===== src/rtl/rstctl_pkg.sv =====
package rstctl_pkg;
  localparam int SYNC_DEF = 2;

  function automatic int pulse_cycles(input int clk_hz, input int ms);
    return (clk_hz / 1000) * ms;
  endfunction
endpackage


===== src/rtl/rstctl_sync.sv =====
module rstctl_sync #(
  parameter int STAGES = 2
) (
  input  logic clk_i,
  input  logic rst_ni,
  input  logic d_i,
  output logic q_o
);
  logic [STAGES-1:0] chain_q;

  // idle pin level is high
  always_ff @(posedge clk_i or negedge rst_ni) begin
    if (!rst_ni) chain_q[0] <= 1'b1;
    else         chain_q[0] <= d_i;
  end

  for (genvar g = 1; g < STAGES; g++) begin : g_stage
    always_ff @(posedge clk_i or negedge rst_ni) begin
      if (!rst_ni) chain_q[g] <= 1'b1;
      else         chain_q[g] <= chain_q[g-1];
    end
  end

  assign q_o = chain_q[STAGES-1];
endmodule


===== src/rtl/rstctl_pulse.sv =====
module rstctl_pulse #(
  parameter int CYCLES = 20
) (
  input  logic clk_i,
  input  logic rst_ni,
  input  logic start_i,
  input  logic abort_i,
  output logic active_o
);
  localparam int CW = $clog2(CYCLES + 1);

  logic [CW-1:0] cnt_q;
  logic          active_q;

  always_ff @(posedge clk_i or negedge rst_ni) begin
    if (!rst_ni) begin
      active_q <= 1'b0;
      cnt_q    <= '0;
    end else if (abort_i) begin
      active_q <= 1'b0;
      cnt_q    <= '0;
    end else if (start_i && !active_q) begin
      active_q <= 1'b1;
      cnt_q    <= CW'(CYCLES - 1);
    end else if (active_q) begin
      if (cnt_q == '0) active_q <= 1'b0;
      else             cnt_q    <= cnt_q - 1'b1;
    end
  end

  assign active_o = active_q;


  pulse_count_chk: assert property (@(posedge clk_i) disable iff (!rst_ni)
    (active_q && cnt_q != '0 && !abort_i) |=> (active_q && cnt_q == $past(cnt_q) - 1'b1));


  no_restart_chk: assert property (@(posedge clk_i) disable iff (!rst_ni)
    (active_q && !abort_i && cnt_q != '0) |=> (cnt_q != CW'(CYCLES - 1)));
endmodule


===== src/rtl/rstctl_top.sv =====
module rstctl_top
  import rstctl_pkg::*;
#(
  parameter int CLK_HZ      = 200_000_000,
  parameter int PULSE_MS    = 20,
  parameter int SYNC_STAGES = SYNC_DEF
) (
  input  logic clk_i,
  input  logic rst_ni,
  input  logic cfg_wr_i,
  input  logic cfg_pulse_bit_i,
  input  logic cfg_init_bit_i,
  input  logic mask_wr_i,
  input  logic mask_en_bit_i,
  input  logic pin_i,
  output logic pin_oe_o,
  output logic pulse_busy_o,
  output logic pulse_en_o,
  output logic cfg_grp_rst_o,
  output logic aux_grp_rst_o
);
  localparam int PULSE_CYCLES = pulse_cycles(CLK_HZ, PULSE_MS);
  localparam int HW           = $clog2(SYNC_STAGES + 1);

  logic          pin_sync;
  logic          active;
  logic          en_q;
  logic          init_stb_q;
  logic [HW-1:0] hold_q;
  logic          blank;
  logic          ext_act;
  logic          init_req;
  logic          pulse_req;

  rstctl_sync #(.STAGES(SYNC_STAGES)) u_sync (
    .clk_i  (clk_i),
    .rst_ni (rst_ni),
    .d_i    (pin_i),
    .q_o    (pin_sync)
  );

  assign init_req  = cfg_wr_i & cfg_init_bit_i;
  // init wins over a pulse request in the same write
  assign pulse_req = cfg_wr_i & cfg_pulse_bit_i & en_q & ~init_req & ~ext_act;

  rstctl_pulse #(.CYCLES(PULSE_CYCLES)) u_pulse (
    .clk_i    (clk_i),
    .rst_ni   (rst_ni),
    .start_i  (pulse_req),
    .abort_i  (init_req),
    .active_o (active)
  );

  // blank the pin while driving and until the synchronizer has flushed
  always_ff @(posedge clk_i or negedge rst_ni) begin
    if (!rst_ni)            hold_q <= '0;
    else if (active)        hold_q <= HW'(SYNC_STAGES);
    else if (hold_q != '0)  hold_q <= hold_q - 1'b1;
  end

  assign blank   = active | (hold_q != '0);
  assign ext_act = ~pin_sync & ~blank;

  always_ff @(posedge clk_i or negedge rst_ni) begin
    if (!rst_ni)                  en_q <= 1'b0;
    else if (ext_act || init_req) en_q <= 1'b0;
    else if (mask_wr_i)           en_q <= mask_en_bit_i;
  end

  always_ff @(posedge clk_i or negedge rst_ni) begin
    if (!rst_ni) init_stb_q <= 1'b0;
    else         init_stb_q <= init_req;
  end

  assign pin_oe_o      = active;
  assign pulse_busy_o  = active;
  assign pulse_en_o    = en_q;
  assign cfg_grp_rst_o = ext_act | init_stb_q;
  assign aux_grp_rst_o = ext_act;


  pulse_needs_en_chk: assert property (@(posedge clk_i) disable iff (!rst_ni)
    $rose(pin_oe_o) |-> $past(en_q));


  no_self_rst_chk: assert property (@(posedge clk_i) disable iff (!rst_ni)
    pin_oe_o |-> !aux_grp_rst_o);


  init_src_chk: assert property (@(posedge clk_i) disable iff (!rst_ni)
    $rose(init_stb_q) |-> $past(cfg_wr_i && cfg_init_bit_i));


  ext_clr_en_chk: assert property (@(posedge clk_i) disable iff (!rst_ni)
    aux_grp_rst_o |=> !pulse_en_o);
endmodule


===== config.mk =====
export PLATFORM = sky130hd
export DESIGN_NAME = rstctl_top
export DESIGN_NICKNAME = d
export VERILOG_FILES = /design/src/rtl/rstctl_pkg.sv /design/src/rtl/rstctl_sync.sv /design/src/rtl/rstctl_pulse.sv /design/src/rtl/rstctl_top.sv
export SDC_FILE = /design/constraint.sdc
export NUM_CORES = 1
export LEC_CHECK = 0
export ABC_AREA = 1
export BUFFER_PORTS_ARGS = -buffer_cell sky130_fd_sc_hd__buf_2
export CORE_UTILIZATION = 62
export CTS_CLUSTER_DIAMETER = 120
export DETAILED_ROUTE_END_ITERATION = 16
export PLACE_DENSITY = 0.81
export SLEW_MARGIN = 20
export SYNTH_ARGS = -nofsm -noshare
export SYNTH_HDL_FRONTEND = slang
export SYNTH_SLANG_ARGS = --single-unit

===== constraint.sdc =====
create_clock -name clk_i -period 3.5 [get_ports clk_i]
set_input_delay 0.525 -clock clk_i [delete_from_list [all_inputs] [get_ports clk_i]]
set_output_delay 0.525 -clock clk_i [all_outputs]
set_load 0.02 [all_outputs]

==> results by group, run 1 <==
Setup path
  • Worst-path cell chain: inv_1 -> ha_1 -> inv_1 -> nor2_1 -> nand2_1 -> inv_1 -> or2_2 -> buf_2
  • Worst path bufs/invs: 4
  • Reg2reg path depth: 7
  • Max FO, Critical Path: 5
  • Arrival @ worst endpoint: 1.63 ns
  • Reg2reg setup slack: 1.58 ns
  • Crit path launch type: flip-flop
  • FF-to-FF Start: u_pulse.cnt_q[0]$_DFFE_PN0P_
  • Req. time, crit path: 2.97 ns
  • CP max-delay cell: dfrtp_1
  • CP max stage delay: 0.34 ns
  • Setup crit end kind: primary output
  • Crit path kind: reg -> out
  • Critical Path Most Common Cell: inv_1
  • CP top delay family: simple AND/OR/NAND/NOR gates
  • Critical R2R Capture: u_pulse.cnt_q[17]$_DFFE_PN0P_

CTS
  • Number of buffers added for setup after CTS: 0
  • Longest Clk Path Bufs: 2
  • Total CTS buffers: 5
  • Post_cts resized: 0
  • Hold buffer count at CTS: 0
  • Clk slew on worst S/H paths: 0.11 ns
  • TritonCTS clock tree: yes
  • Clock Latency Late Sink: 0.34 ns
  • CTS root buffer: clkbuf_4
  • Clock sinks: 29
  • # H-tree levels: 2

GRT
  • Initial antenna violation count: 0
  • Overflow after GRT: 0
  • Wire length of the first global-routing pass: 6910 um
  • Total Routing Usage GR: 28.0%
  • Pin count of the biggest net entering global routing: 30
  • Vias in the first global route: 1,541

Floorplanning
  • Initial Util: 66.9%
  • Cell Rows: 19
  • Ports: 13
  • Die area: 3280 um2
  • Die width: 57.2 um
  • Chip height: 57.2 um
  • Core ar.: 2830 um2

STA
  • Sum of negative setup slack: 0 ns
  • Relative slew slack: 58.0%
  • Fin crit period: 2.16 ns
  • Final worst path period share: 61.7%
  • Clk_skew: 0.0186 ns
  • Max-slew violations: 0
  • Tightest Pin Transition: 0.630 ns
  • RSZ-0062 raised after global routing: no
  • F_max: 463 MHz
  • WHS: 0.190 ns
  • Final setup violation count: 0
  • Final Hold Vio Count: 0
  • PnR worst setup slack: 1.34 ns

Cells and area
  • Multi-input gate area: 995 um2
  • Antenna cells: 0
  • Final Instance Area: 2020 um2
  • Layout cells sized above 1: 16.9%
  • Cell Count, Final, Fillers Out: 303
  • Nets: 281
  • Filler instances: 230
  • Layout overhead on the synthesized area: 6.55%
  • Register area: 728 um2

Synth
  • Yosys warning count: 0
  • Post-synth top area share: 35.7%
  • FFs w/ async S/R, synth: 100%
  • Yosys reg bits: 29
  • Mapped Nets: 269
  • Sequential area share after synthesis: 38.5%
  • Synth Flop Type: dfrtp_1
  • Mapped Cells: 259
  • Top cell type by total area after synthesis: dfrtp_1
  • Netlist cell types: 30
  • Number of synthesized flops with an enable pin: 0
  • Avg Cell Area, Syn: 7.30 um2
  • Synth cell count leaders: 56 x nand2_1, 45 x nor2_1, 44 x nand3_1
  • Top-count cell post-synth: nand2_1
  • Dominant cells by area after synthesis: dfrtp_1 36%, nand3_1 12%, nand2_1 11%
  • Post-Syn Area: 1890 um2

Pwr
  • Power Dens Cells: 1170 nW/um2
  • Static Leak: 1.07 nW
  • Peak supply drop: 0.000733 V

Job
  • Max_cap viols: 0

Placement
  • HPWL after DPL: 2730 um
  • Gpl congestion: 0.859
  • Port-buffer cells: 12
  • Dpl cells: 295
  • Area post-placement: 1930 um2
  • Placement Setup Slack: 1.18 ns

Route
  • DR vias: 1,683
  • First DRT Iteration DRCs: 96
  • Final WL: 3960 um
  • DRT Pass-1 Iters: 10
  • Wire per inst: 13.1 um
  • Metal2 WL: 1810 um
  • Met1 wire length: 1790 um
  • Routed length on met3: 295 um
  • Number of remaining DRC errors: 2
  • Max layer used: met4
  • Vias/cell: 5.55
  • Final ANT Viol Nets: 0

Outcome
  • Outcome: finished with violations
  • Failing checks: DRC

Worst hold path
  • Hold crit path type: in -> async
-- through the flow --
stage	power, W	utilization (%)
floorplan	0.00176	-
global placement	0.00200	68.2
detailed placement	0.00204	68.2
CTS	0.00234	71.3
global route	0.00261	71.3
finish	0.00235	71.3
-- routing by layer --
metal,GRT usage (%),vias to the layer above
li1,-,855
met1,37.1,754
met2,45.4,67
met3,7.26,7
met4,9.06,0
met5,0,-
-- worst register-to-register path, delay by kind of cell, from the launching register on --
kind / cells / cell delay, ns
and+or+nand+nor: 4 / 0.88
DFF: 1 / 0.38
buffers and inverters: 1 / 0.11
AOI/OAI and AO/OA: 1 / 0.14
adders and majority gates: 1 / 0.28
-- cell usage in the layout (no fill, tap or decap), drive strengths merged, types with 3 or more instances in the layout --
cell type | netlist | final
nand4 | 3 | 3
dfrtp | 27 | 27
clkbuf | 0 | 7
o21ai | 20 | 20
buf | 7 | 12
nand3 | 45 | 45
xor2 | 4 | 4
nor2 | 50 | 50
inv | 29 | 29
nand2 | 60 | 60
-- cell type report --
class                      instances  area share (%)
tap                               31            1.92
multi-input combinational        194            49.3
clock buffer                       7            2.73
inverter                          29            5.40
sequential                        29            36.1
timing repair buffer              12            2.98
clock inverter                     1            1.49
-- registers in the layout, indices dropped and copies added, names as in the netlist --
register / count
pulse_en_o: 1
u_sync.q_o: 1
u_pulse.active_o: 1
u_sync.chain_q: 1
hold_q: 2
u_pulse.cnt_q: 22
init_stb_q: 1
-- worst max path at each step --
stage / startpoint / endpoint / slack, ns / cells after the start
2_1_floorplan: u_pulse.active_o$_DFF_PN0_ / cfg_grp_rst_o / 1.74 / 4
3_3_place_gp: cfg_wr_i / u_pulse.cnt_q[17]$_DFFE_PN0P_ / 1.25 / 8
4_1_cts: hold_q[0]$_DFFE_PN0P_ / cfg_grp_rst_o / 1.31 / 8
5_1_grt: hold_q[0]$_DFFE_PN0P_ / cfg_grp_rst_o / 1.17 / 8
3_5_place_dp: cfg_wr_i / u_pulse.cnt_q[17]$_DFFE_PN0P_ / 1.18 / 8
6_report: hold_q[0]$_DFFE_PN0P_ / cfg_grp_rst_o / 1.34 / 8
-- power breakdown --
group | switching (W) | internal (W) | total [W] | leakage (nW)
Clock | 0.000119 | 0.000171 | 0.000290 | 0.0455
Sequential | 0.000131 | 0.000455 | 0.000586 | 0.383
Combinational | 0.000967 | 0.000510 | 0.00148 | 0.641
Total | 0.00122 | 0.00113 | 0.00235 | 1.07
-- cells by family after synthesis --
kind of cell             after synthesis  share of synthesized area (%)
flip-flops                            29                           38.5
multiplexers                           1                          0.529
XOR/XNOR                               5                           2.31
buffers and inverters                 36                           8.93
AO/OA/AOI/OAI                         24                           8.60
AND/OR/NAND/NOR                      162                           39.8
adder cells (fa/ha/maj)                2                           1.32
Power figures use the tool's default switching activity.
==> run 2, diff against run 1 <==
- CORE_UTILIZATION: 62 -> 54
- PLACE_DENSITY: 0.81 -> 0.75
- clock period: 3.5 -> 1.93 ns (I/O delays scaled with it)
==> run 2 against run 1 <==
  * The flow now finishes without violations
  * Critical path depth unchanged
  * Register-to-register slack worse by 1.4 ns
  * Clock-buffer cell count unchanged
==> results by group, run 2 (synthesis results as in run 1) <==
STA
  • Clk_skew: 0.00828 ns
  • Final setup violation count: 0
  • Sum of negative setup slack: 0 ns
  • PnR worst setup slack: 0.124 ns
  • F_max: 554 MHz
  • Relative slew slack: 56.3%
  • WHS: 0.0440 ns
  • Tightest Pin Transition: 0.655 ns
  • Fin crit period: 1.81 ns
  • Final worst path period share: 93.6%
  • Final Hold Vio Count: 0
  • Max-slew violations: 0
  • RSZ-0062 raised after global routing: no

Setup path
  • Reg2reg setup slack: 0.20 ns
  • CP top delay family: simple AND/OR/NAND/NOR gates
  • Setup crit end kind: primary output
  • Critical R2R Capture: u_pulse.cnt_q[19]$_DFFE_PN0P_
  • Max FO, Critical Path: 5
  • Worst-path cell chain: inv_1 -> ha_4 -> inv_1 -> nor2_1 -> nand2_1 -> inv_2 -> or2_4 -> buf_6
  • Worst setup path start: hold_q[0]$_DFFE_PN0P_
  • Worst path bufs/invs: 4
  • Crit path launch type: flip-flop
  • CP max-delay cell: dfrtp_1
  • CP max stage delay: 0.33 ns
  • Arrival @ worst endpoint: 1.52 ns
  • Critical Path Most Common Cell: inv_1
  • Reg2reg path depth: 9
  • FF-to-FF Start: u_pulse.cnt_q[0]$_DFFE_PN0P_
  • Req. time, crit path: 1.64 ns
  • Crit path kind: reg -> out

Pwr
  • Clk pwr share: 9.5%
  • Sw Share: 52.3%
  • Sequential Power Share: 25.8%
  • Logic pwr share: 64.8%
  • Sw power: 0.00216 W
  • Power Dens Cells: 1990 nW/um2
  • Peak supply drop: 0.00109 V
  • Static Leak: 1.07 nW
  • Pint: 0.00197 W

CTS
  • Longest Clk Path Bufs: 2
  • Clock Latency Late Sink: 0.34 ns
  • TritonCTS clock tree: yes
  • Clk slew on worst S/H paths: 0.09 ns
  • CTS root buffer: clkbuf_4
  • # H-tree levels: 2
  • Clock sinks: 29
  • Total CTS buffers: 5
  • Number of buffers added for setup after CTS: 0

Cells and area
  • Largest regs: u_pulse.cnt_q: 22 flops, hold_q: 2 flops
  • Number of flip-flops in the largest register: 22
  • Most frequent cells in the layout: 56 x nand2_1, 45 x nor2_1, 44 x nand3_1
  • Biggest register: u_pulse.cnt_q
  • Core Util, Final: 62.2%
  • Most common cell after layout, fill and taps aside: nand2_1
  • Cell Count, Final, Fillers Out: 321
  • Layout overhead on the synthesized area: 9.79%
  • Antenna cells: 0
  • Nets: 285
  • Layout cells sized above 1: 18.9%

Job
  • Max_cap viols: 0

Placement
  • HPWL after DPL: 2720 um
  • Placement Setup Slack: 0.0563 ns
  • Dpl cells: 313
  • Port-buffer cells: 12
  • Gpl congestion: 0.839

Floorplanning
  • Cell Rows: 21
  • Chip height: 61.2 um
  • Core ar.: 3340 um2
  • Die width: 61.2 um
  • Initial Util: 56.7%
  • Ports: 13
  • Die area: 3740 um2

Worst hold path
  • Hold depth: 1
  • Hold crit path type: in -> reg
  • Hold Path End: u_sync.chain_q[0]$_DFF_PN1_
  • Hold Path Origin: pin_i

GRT
  • Wire length of the first global-routing pass: 6350 um
  • Vias in the first global route: 1,414
  • Initial antenna violation count: 0
  • Overflow after GRT: 0
  • Pin count of the biggest net entering global routing: 30
  • Total Routing Usage GR: 23.3%

Route
  • Vias/cell: 5.12
  • Final WL: 3920 um
  • DRT Pass-1 Iters: 4
  • First DRT Iteration DRCs: 79
  • Wire per inst: 12.2 um
  • DR vias: 1,643
  • Final ANT Viol Nets: 0
  • Number of remaining DRC errors: 0

Outcome
  • Outcome: finished clean
## run 2: power groups by stage
stage	clock network [W]	registers (W)	logic, W
6_report	0.000390	0.00106	0.00267
5_1_grt	0.000418	0.00109	0.00307
4_1_cts	0.000398	0.00106	0.00262
3_5_place_dp	0	0.00107	0.00260
3_3_place_gp	0	0.00106	0.00256
2_1_floorplan	0	0.00101	0.00218
## run 2: timing repair
action / in CTS / in global routing
gates resized for setup: 1 / 9
endpoints found under the setup margin: 1 / 21
pin swaps: 0 / 1
hold buffers: 1 / 0
endpoints found under the hold margin: 14 / 0
## run 2: worst max path at each step
stage | end | slack [ns] | cells past startpoint
2_1_floorplan | u_pulse.cnt_q[11]$_DFFE_PN0P_ | 0.37 | 8
3_3_place_gp | u_pulse.cnt_q[17]$_DFFE_PN0P_ | 0.12 | 7
3_5_place_dp | u_pulse.cnt_q[0]$_DFFE_PN0P_ | 0.06 | 7
4_1_cts | cfg_grp_rst_o | 0.03 | 8
5_1_grt | cfg_grp_rst_o | 0.02 | 8
6_report | cfg_grp_rst_o | 0.12 | 8
## run 2: final cells by class
type,count,area [um2]
Tap cell,46,57.6
Timing Repair Buffer,16,98.8
Multi-Input combinational cell,194,1030
Sequential cell,29,728
Inverter,29,109
Fill cell,314,1260
Clock buffer,7,55.1
## run 2: worst reg2reg max path: stages, from the launching register on
cell	delay, ns
dfrtp_1	0.39
inv_1	0.11
ha_2	0.24
nand2_2	0.12
nor2_8	0.20
nand4_4	0.17
nand2_8	0.19
nor2_4	0.08
nand2_1	0.08
nand2_1	0.05
## run 2: through the flow
step	total power [W]	area [um2]
2_1_floorplan	0.00319	1890
3_3_place_gp	0.00362	1970
3_5_place_dp	0.00366	1970
4_1_cts	0.00407	2040
5_1_grt	0.00458	2080
6_report	0.00412	2080
## run 2: metal layers
metal,global-route usage [%],vias to the layer above,share of wire (%)
met4,9.09,0,2.0
met1,30.5,749,49
met5,0,-,0
met2,37.0,28,45
li1,-,858,-
met3,5.88,8,3.6
==> run 3, diff against run 2 <==
- ABC_AREA: 1 -> not set
- CORE_UTILIZATION: 54 -> 53
==> run 3 against run 2 <==
  * Largest power group unchanged
  * The flow now finishes with violations (DRC)
  * Sequential share of layout area is 3.5 points higher
  * Total power is 15% lower
  * Clock-buffer cell count is 1 higher
  * Synthesized cell count is 39% lower
  * Maximum frequency is 2.0% lower
  * Combinational power is 24% lower
==> results by group, run 3 <==
Setup path
  • Crit path kind: reg -> reg
  • Crit path launch type: flip-flop
  • Max FO, Critical Path: 3
  • Reg2reg path depth: 7
  • Arrival @ worst endpoint: 2.09 ns
  • Req. time, crit path: 2.17 ns
  • Setup crit end kind: flip-flop

STA
  • Final worst path period share: 95.5%
  • F_max: 543 MHz
  • Final Hold Vio Count: 0
  • Max-slew violations: 0
  • Tightest Pin Transition: 0.656 ns
  • Sum of negative setup slack: 0 ns
  • Final setup violation count: 0
  • Clk_skew: 0.0127 ns
  • Fin crit period: 1.84 ns
  • Relative slew slack: 56.2%
  • PnR worst setup slack: 0.0869 ns

Outcome
  • Outcome: finished with violations
  • Failing checks: DRC

CTS
  • Total CTS buffers: 5
  • Clk slew on worst S/H paths: 0.09 ns
  • # H-tree levels: 2
  • Longest Clk Path Bufs: 2
  • Clock sinks: 29
  • CTS root buffer: clkbuf_4
  • TritonCTS clock tree: yes
  • Clock Latency Late Sink: 0.33 ns

Synth
  • Dominant cells by area after synthesis: dfrtp_1 41%, xor2_1 5.8%, nor2_1 4.3%
  • FFs w/ async S/R, synth: 100%
  • Post-synth top area share: 40.7%
  • Number of synthesized flops with an enable pin: 0
  • Mapped Cells: 157
  • Synth cell count leaders: 27 x dfrtp_1, 19 x nor2_1, 12 x a21oi_1
  • Post-Syn Area: 1660 um2
  • Netlist cell types: 49
  • Top cell type by total area after synthesis: dfrtp_1
  • Top-count cell post-synth: dfrtp_1
  • Avg Cell Area, Syn: 10.6 um2
  • Sequential area share after synthesis: 43.9%
  • Yosys warning count: 0
  • Synth Flop Type: dfrtp_1
  • Yosys reg bits: 29
  • Mapped Nets: 167

Placement
  • HPWL after DPL: 2240 um
  • Port-buffer cells: 12
  • Placement Setup Slack: -0.0126 ns
  • Dpl cells: 198
  • Gpl congestion: 0.795

Floorplanning
  • Ports: 13
  • Core ar.: 2850 um2
  • Chip height: 58.0 um
  • Die width: 58.0 um
  • Cell Rows: 19
  • Initial Util: 58.2%
  • Die area: 3360 um2

Route
  • First DRT Iteration DRCs: 69
  • Final WL: 3370 um
  • Vias/cell: 6.01
  • Wire per inst: 15.7 um
  • DR vias: 1,286
  • Number of remaining DRC errors: 2
  • Final ANT Viol Nets: 0
  • DRT Pass-1 Iters: 10

GRT
  • Busiest grt layer: met2
  • Wire length of the first global-routing pass: 5630 um
  • Total Routing Usage GR: 22.5%
  • Overflow after GRT: 0
  • Grt met3 use: 6.03%
  • GRT met2 Usage: 35.8%
  • Vias in the first global route: 1,170
  • Initial antenna violation count: 0
  • Routing usage on met1: 29.6%
  • Pin count of the biggest net entering global routing: 30

Cells and area
  • Largest regs: u_pulse.cnt_q: 22 flops, hold_q: 2 flops
  • Most common cell after layout, fill and taps aside: dfrtp_1
  • Register area: 728 um2
  • Multi-input gate area: 897 um2
  • Number of flip-flops in the largest register: 22
  • Filler instances: 216
  • Layout overhead on the synthesized area: 14.0%
  • Nets: 192
  • Cell Count, Final, Fillers Out: 214
  • Antenna cells: 0
  • Biggest register: u_pulse.cnt_q
  • Layout cells sized above 1: 29.0%
  • Most frequent cells in the layout: 27 x dfrtp_1, 19 x nor2_1, 12 x a21oi_1, 12 x buf_2

Pwr
  • Peak supply drop: 0.000969 V
  • Tot Pwr: 0.00349 W
  • Power Dens Cells: 1850 nW/um2
  • Static Leak: 0.846 nW

Job
  • Max_cap viols: 0

Worst hold path
  • Hold crit path type: in -> reg
  • Hold depth: 1
run 3: cell types whose count changed in the layout (fill, tap and decap cells not counted), moves of 4 or more:
cell and change:
and2_1 +4, o21ai_0 -6, inv_1 -23, nor3_1 +4
nand3_1 -42, buf_4 +8, nand2_1 -53, o2111ai_1 +4
or3_1 +4, o21ai_2 -10, a21oi_1 +10, xnor2_1 +7
xor2_1 +7, nor2_1 -26
run 3: logic make-up after synthesis:
group	after synthesis	share of synthesized area [%]
AOI/OAI and AO/OA	30	11.9
adders and majority gates	2	1.51
xor gates and xnor gates	19	10.0
buffers and inverters	10	4.07
DFF	29	43.9
muxes	1	0.603
and+or+nand+nor	66	28.0
run 3: metrics by stage:
stage	hold WS (ns)	utilization, %	area (um2)
2_1_floorplan	-0.00609	-	1660
3_3_place_gp	0.337	60.8	1740
3_5_place_dp	0.341	60.8	1740
4_1_cts	0.0545	63.5	1810
5_1_grt	0.0474	66.3	1890
6_report	0.0688	66.3	1890
run 3: layout make-up:
| cell class | instances | share of cell area (%) |
|---|---|---|
| clock buffer | 8 | 3.11 |
| inverter | 4 | 0.794 |
| multi-input combinational | 118 | 47.5 |
| sequential | 29 | 38.5 |
| tap | 31 | 2.05 |
| timing repair buffer | 24 | 8.07 |
run 3: worst paths after layout:
path / to / from / slack [ns]
setup reg to reg: u_pulse.cnt_q[6]$_DFFE_PN0P_ / u_pulse.cnt_q[0]$_DFFE_PN0P_ / 0.09
max in group asynchronous: u_pulse.cnt_q[14]$_DFFE_PN0P_ / rst_ni / 0.99
hold / removal: u_sync.chain_q[0]$_DFF_PN1_ / pin_i / 0.07
hold reg to reg: u_sync.q_o$_DFF_PN1_ / u_sync.chain_q[0]$_DFF_PN1_ / 0.37
setup / recovery: u_pulse.cnt_q[6]$_DFFE_PN0P_ / u_pulse.cnt_q[0]$_DFFE_PN0P_ / 0.09
min in group asynchronous: hold_q[0]$_DFFE_PN0P_ / rst_ni / 0.52
run 3: timing repair:
item	in CTS	in global routing
endpoints found under the setup margin	6	20
pin swaps	0	2
hold endpoints to repair	27	0
hold buffers	1	0
gates resized for setup	0	8
buffers inserted	1	6
run 3: report_power, final:
group	leakage [nW]	internal [W]	switching (W)
Sequential	0.385	0.000813	0.000269
Combinational	0.428	0.000838	0.00119
Clock	0.0326	0.000179	0.000204
run 3: worst max-delay path: stages, from the launching register on:
cell     delay (ns)
dfrtp_1        0.40
inv_2          0.09
ha_4           0.15
or4b_1         0.47
nor3b_1        0.22
o21ai_1        0.10
xor2_1         0.15
a21oi_1        0.17
run 3: layer usage:
| metal | up-vias | share of wire, % |
|---|---|---|
| met2 | 38 | 48 |
| met4 | 0 | 2.5 |
| met5 | - | 0 |
| li1 | 620 | - |
| met3 | 9 | 4.1 |
| met1 | 619 | 45 |
